==> config.mk <==
export PLATFORM = sky130hd
export DESIGN_NAME = row_scroll_mapper
export DESIGN_NICKNAME = d
export VERILOG_FILES = /design/src/rtl/scroll_pkg.sv /design/src/rtl/scroll_offset_reg.sv /design/src/rtl/row_addr_map.sv /design/src/rtl/row_scroll_mapper.sv
export SDC_FILE = /design/constraint.sdc
export NUM_CORES = 1
export LEC_CHECK = 0
export ABC_AREA = 1
export BUFFER_PORTS_ARGS = -buffer_cell sky130_fd_sc_hd__buf_4
export CELL_PAD_IN_SITES_DETAIL_PLACEMENT = 1
export CELL_PAD_IN_SITES_GLOBAL_PLACEMENT = 2
export CORE_ASPECT_RATIO = 0.8
export CORE_MARGIN = 2
export CORE_UTILIZATION = 29
export DETAILED_ROUTE_END_ITERATION = 10
export PLACE_DENSITY = 0.79
export SYNTH_ARGS = -nofsm -noshare
export SYNTH_HDL_FRONTEND = slang
export SYNTH_SLANG_ARGS = --single-unit
export TNS_END_PERCENT = 20
==> constraint.sdc <==
create_clock -name clk_i -period 3.49 [get_ports clk_i]
set_input_delay 0.698 -clock clk_i [delete_from_list [all_inputs] [get_ports clk_i]]
set_output_delay 0.698 -clock clk_i [all_outputs]
set_load 0.005 [all_outputs]
==> src/rtl/scroll_pkg.sv <==
package scroll_pkg;
  typedef enum logic {
    DIR_DOWN = 1'b0,
    DIR_UP   = 1'b1
  } scroll_dir_e;

  // Mask of valid offset bits for the selected height mode.
  function automatic logic [5:0] height_mask(input logic half);
    return half ? 6'h1F : 6'h3F;
  endfunction
endpackage

==> src/rtl/scroll_offset_reg.sv <==
module scroll_offset_reg #(
  parameter int ROW_BITS = 6
) (
  input  logic                clk_i,
  input  logic                rst_i,
  input  logic                scroll_i,
  input  logic                dir_i,
  input  logic                half_mode_i,
  output logic [ROW_BITS-1:0] off_o
);
  import scroll_pkg::*;

  localparam logic [ROW_BITS-1:0] FULL_MASK = {ROW_BITS{1'b1}};
  localparam logic [ROW_BITS-1:0] HALF_MASK = {1'b0, {(ROW_BITS-1){1'b1}}};

  logic [ROW_BITS-1:0] off_q, mask, stepped;

  always_comb begin
    mask = half_mode_i ? HALF_MASK : FULL_MASK;
    if (!scroll_i)
      stepped = off_q;
    else if (scroll_dir_e'(dir_i) == DIR_DOWN)
      stepped = off_q + 1'b1;
    else
      stepped = off_q - 1'b1;
  end

  always_ff @(posedge clk_i) begin
    if (rst_i) off_q <= '0;
    else       off_q <= stepped & mask;
  end

  assign off_o = off_q;

  assert_inc_R2: assert property (@(posedge clk_i) disable iff (rst_i)
    (scroll_i && !dir_i && !half_mode_i) |=> off_q == $past(off_q) + 1'b1);
  assert_dec_R3: assert property (@(posedge clk_i) disable iff (rst_i)
    (scroll_i && dir_i && !half_mode_i) |=> off_q == $past(off_q) - 1'b1);
  assert_half_range_R5: assert property (@(posedge clk_i) disable iff (rst_i)
    half_mode_i |=> off_q[ROW_BITS-1] == 1'b0);
  assert_hold_R10: assert property (@(posedge clk_i) disable iff (rst_i)
    (!scroll_i && !half_mode_i) |=> $stable(off_q));
  assert_reset_R9: assert property (@(posedge clk_i)
    rst_i |=> off_q == '0);
endmodule

==> src/rtl/row_addr_map.sv <==
module row_addr_map #(
  parameter int ROW_BITS = 6
) (
  input  logic                clk_i,
  input  logic                rst_i,
  input  logic                half_mode_i,
  input  logic [ROW_BITS:0]   scan_i,
  input  logic [ROW_BITS-1:0] off_i,
  output logic [ROW_BITS:0]   addr_o
);
  localparam logic [ROW_BITS:0] FULL_N    = ROW_BITS'(0) | (1 << ROW_BITS);
  localparam logic [ROW_BITS:0] HALF_N    = (1 << (ROW_BITS-1));
  localparam logic [ROW_BITS:0] FIXED_ROW = FULL_N;
  localparam logic [ROW_BITS-1:0] FULL_MASK = {ROW_BITS{1'b1}};
  localparam logic [ROW_BITS-1:0] HALF_MASK = {1'b0, {(ROW_BITS-1){1'b1}}};

  logic [ROW_BITS:0]   limit;
  logic [ROW_BITS-1:0] mask, sum;
  logic [ROW_BITS:0]   addr_d, addr_q;

  always_comb begin
    limit  = half_mode_i ? HALF_N : FULL_N;
    mask   = half_mode_i ? HALF_MASK : FULL_MASK;
    sum    = (scan_i[ROW_BITS-1:0] + off_i) & mask;
    addr_d = (scan_i >= limit) ? FIXED_ROW : {1'b0, sum};
  end

  always_ff @(posedge clk_i) begin
    if (rst_i) addr_q <= '0;
    else       addr_q <= addr_d;
  end

  assign addr_o = addr_q;

  assert_fixed_row_R7: assert property (@(posedge clk_i) disable iff (rst_i)
    (scan_i >= (half_mode_i ? HALF_N : FULL_N)) |=> addr_q == FIXED_ROW);
  assert_in_window_R6: assert property (@(posedge clk_i) disable iff (rst_i)
    (scan_i < (half_mode_i ? HALF_N : FULL_N)) |=>
      addr_q < ($past(half_mode_i) ? HALF_N : FULL_N));
  assert_reset_R1: assert property (@(posedge clk_i)
    rst_i |=> addr_q == '0);
endmodule

==> src/rtl/row_scroll_mapper.sv <==
module row_scroll_mapper #(
  parameter int ROW_BITS = 6
) (
  input  logic                clk_i,
  input  logic                rst_i,
  input  logic                scroll_i,
  input  logic                dir_i,
  input  logic                half_mode_i,
  input  logic [ROW_BITS:0]   scan_row_i,
  output logic [ROW_BITS:0]   ram_row_o,
  output logic [ROW_BITS-1:0] offset_o
);
  logic [ROW_BITS-1:0] off;

  scroll_offset_reg #(.ROW_BITS(ROW_BITS)) u_off (
    .clk_i(clk_i), .rst_i(rst_i), .scroll_i(scroll_i), .dir_i(dir_i),
    .half_mode_i(half_mode_i), .off_o(off)
  );

  row_addr_map #(.ROW_BITS(ROW_BITS)) u_map (
    .clk_i(clk_i), .rst_i(rst_i), .half_mode_i(half_mode_i),
    .scan_i(scan_row_i), .off_i(off), .addr_o(ram_row_o)
  );

  assign offset_o = off;
endmodule

==> flow_summary.yaml <==
cells_and_area:
  final_nets: 181
  seqCellArea_sq_um: 260
  final_common_cell: "inv_1"
  design_area_sq_um: 1160
  multiInputGateArea_sq_um: 523
  nFillCells: 392
  final_util: 0.386
  antenna_cells: 0
  mostFrequentLayoutCells: "inv_1 (27), buf_4 (24), nand2_1 (20)"
  drive_above_1_share: 0.187
  syn2layout_area_growth_pct: 29.9
yosys:
  synth.area.mux_share: 0
  syn_inst: 128
  synth_compound_area_frac: 0.0698
  syn-cell-area_sq_um: 896
  synthAdderAreaFrac: 0.198
  ys_seq_area_frac: 0.291
  synthXorXnorAreaFrac: 0.0391
  ys_warn_count: 0
  ys_ff_latch: 13
  synth.distinct_cells: 19
  avgSynthCellArea_sq_um: 7.00
  synth_top_family_by_area: "simple AND/OR/NAND/NOR gates"
  synthSimpleGateAreaFrac: 0.277
  synth_nets: 153
placement:
  dp_hpwl_mm: 1.86
  place_congestion: 0.773
  place_area_sq_um: 1120
  io_buffers: 24
timing:
  fmax_mhz: 578
  worst_slew_pin_slew_ps: 252
  hold_viol: 0
  slew_headroom: 0.832
  rsz0062_at_grt: "false"
  fin_hold_ws_ps: 574
  slew_viol_final: 0
  fin_crit_sh: 0.496
  finClkSkew_ps: 4.18
  setup_violations: 0
  fin_setup_tns_ps: 0
  period_needed_ps: 1730
critical_path:
  cp.required_ps: 3670
  path_cells: "buf_4 > ha_1 > inv_1 > fa_1 > inv_1 > nand2_1 > nand2_1 > a21oi_1 > inv_1 > nand2_1 > a21oi_1"
  end_kind: "register"
  path_max_fanout: 3
  path_delay_family: "adder cells"
  cp.arrival_ps: 1910
  rr_worst_depth: 10
  slowest_stage: "fa_1"
  max_stage_delay_ps: 350
  crit_buf_inv: 4
  crit_type: "primary input to register"
  startpoint_type: "primary input"
  cp_num_cells: 11
clock_tree:
  cts_tree: "built"
  clk_latency_ps: 240
  cts-root-buf: "clkbuf_8"
  cts_hold_repair.buffers: 0
  clk_pin_slew_ps: 60
  clock-sinks: 13
  htreeDepth: 1
  cts.repair.resized: 0
  cts_buffers: 3
  postCtsSetupRepairBufs: 0
  clk_path_buf_depth: 2
power:
  p_leak_nw: 0.668
  ir_drop_mv: 0.184
  cellPowerDensity_nw_per_um2: 385
routing:
  first_pass_iters: 4
  avgRoutedWirePerCell_um: 11.0
  vias_per_cell: 4.47
  drc: 0
  drt-total-wl_mm: 2.15
  dr_total_vias: 871
  drt_iter0_markers: 25
  ant_nets: 0
global_route:
  grt_pass1_wl_mm: 3.53
  grt_pass1_vias: 809
  grt.total_usage: 0.133
  grt_antenna_before_repair: 0
  grt_max_degree: 11
  overflow: 0
worst_hold_path:
  hold_depth: 2
  min_path_type: "register to register"
die:
  design.core.area_sq_um: 3020
  die_y_um: 53.7
  initial_core_util: 0.297
  io_pins: 25
  dieWidth_um: 66.1
  dieArea_sq_um: 3550
  rows: 18
run_status:
  outcome: "complete, no violations"
flow_run:
  cap_violations: 0
## worst paths after layout
path | endpoint | slack [ps] | from
worst min register to register | u_off.off_o[0] | 570 | u_off.off_o[0]
worst min-delay path | u_off.off_o[0] | 570 | u_off.off_o[0]
worst max register to register | u_map.addr_o[4] | 1890 | u_off.off_o[0]
worst max-delay path | u_map.addr_o[4] | 1760 | scan_row_i[0]
## report_power, final
group / switching, mW / leakage, nW / internal [mW]
registers: 0.00987 / 0.107 / 0.162
logic: 0.0735 / 0.538 / 0.0662
clock network: 0.0565 / 0.0228 / 0.0807
total: 0.140 / 0.668 / 0.309
## state kept, by name, summed over array words and instances (netlist names)
| name | count |
|---|---|
| u_off.off_o | 6 |
| u_map.addr_o | 7 |
## synthesized netlist by cell type
| cell | instances | area share |
|---|---|---|
| a21o_1 | 1 | 0.0084 |
| a21oi_1 | 8 | 0.045 |
| buf_4 | 1 | 0.0084 |
| dfxtp_1 | 13 | 0.29 |
| fa_1 | 2 | 0.045 |
| ha_1 | 11 | 0.15 |
| inv_1 | 27 | 0.11 |
| inv_2 | 1 | 0.0042 |
| nand2_1 | 20 | 0.084 |
| nand2_2 | 1 | 0.0070 |
| nand3_1 | 11 | 0.061 |
| nand3b_1 | 1 | 0.0084 |
| nand4_1 | 3 | 0.021 |
| nor2_1 | 17 | 0.071 |
| nor3_1 | 3 | 0.017 |
| o21ai_0 | 3 | 0.017 |
| or2_1 | 1 | 0.0070 |
| xnor2_1 | 2 | 0.020 |
| xor2_1 | 2 | 0.020 |
## cell families after synthesis
| group | count (synthesis) |
|---|---|
| xor+xnor | 4 |
| simple gates | 57 |
| compound gates | 12 |
| buf+inv | 29 |
| fa+ha+maj | 13 |
| flops | 13 |
## worst reg2reg max path, delay by kind of cell (launching register included)
family                   cells  cell delay (ps)
buffers and inverters        3              210
adder cells (fa/ha/maj)      2              580
AO/OA/AOI/OAI                2              180
flip-flops                   1              380
AND/OR/NAND/NOR              3              190
## cell type report
type / count / share of cell area
clock buffer: 4 / 0.0387
timing repair buffer: 24 / 0.155
multi-input combinational: 86 / 0.449
sequential: 13 / 0.224
inverter: 28 / 0.0903
tap: 40 / 0.0430
## layer usage
layer  share of wire  wire (um)  global-route usage
met2            0.46        988               0.225
met3           0.053        114              0.0502
met4               0          0              0.0204
met1            0.49       1050               0.167
met5               0          0                   0
## through the flow
stage / setup WS (ps) / power, mW / instances
4_1_cts: 1750 / 0.458 / 195
3_5_place_dp: 1500 / 0.318 / 191
5_1_grt: 1610 / 0.485 / 195
2_1_floorplan: 1750 / 0.263 / 128
6_report: 1760 / 0.449 / 195
3_3_place_gp: 1540 / 0.313 / 191
Note: power is estimated with default switching activity, not from simulation.
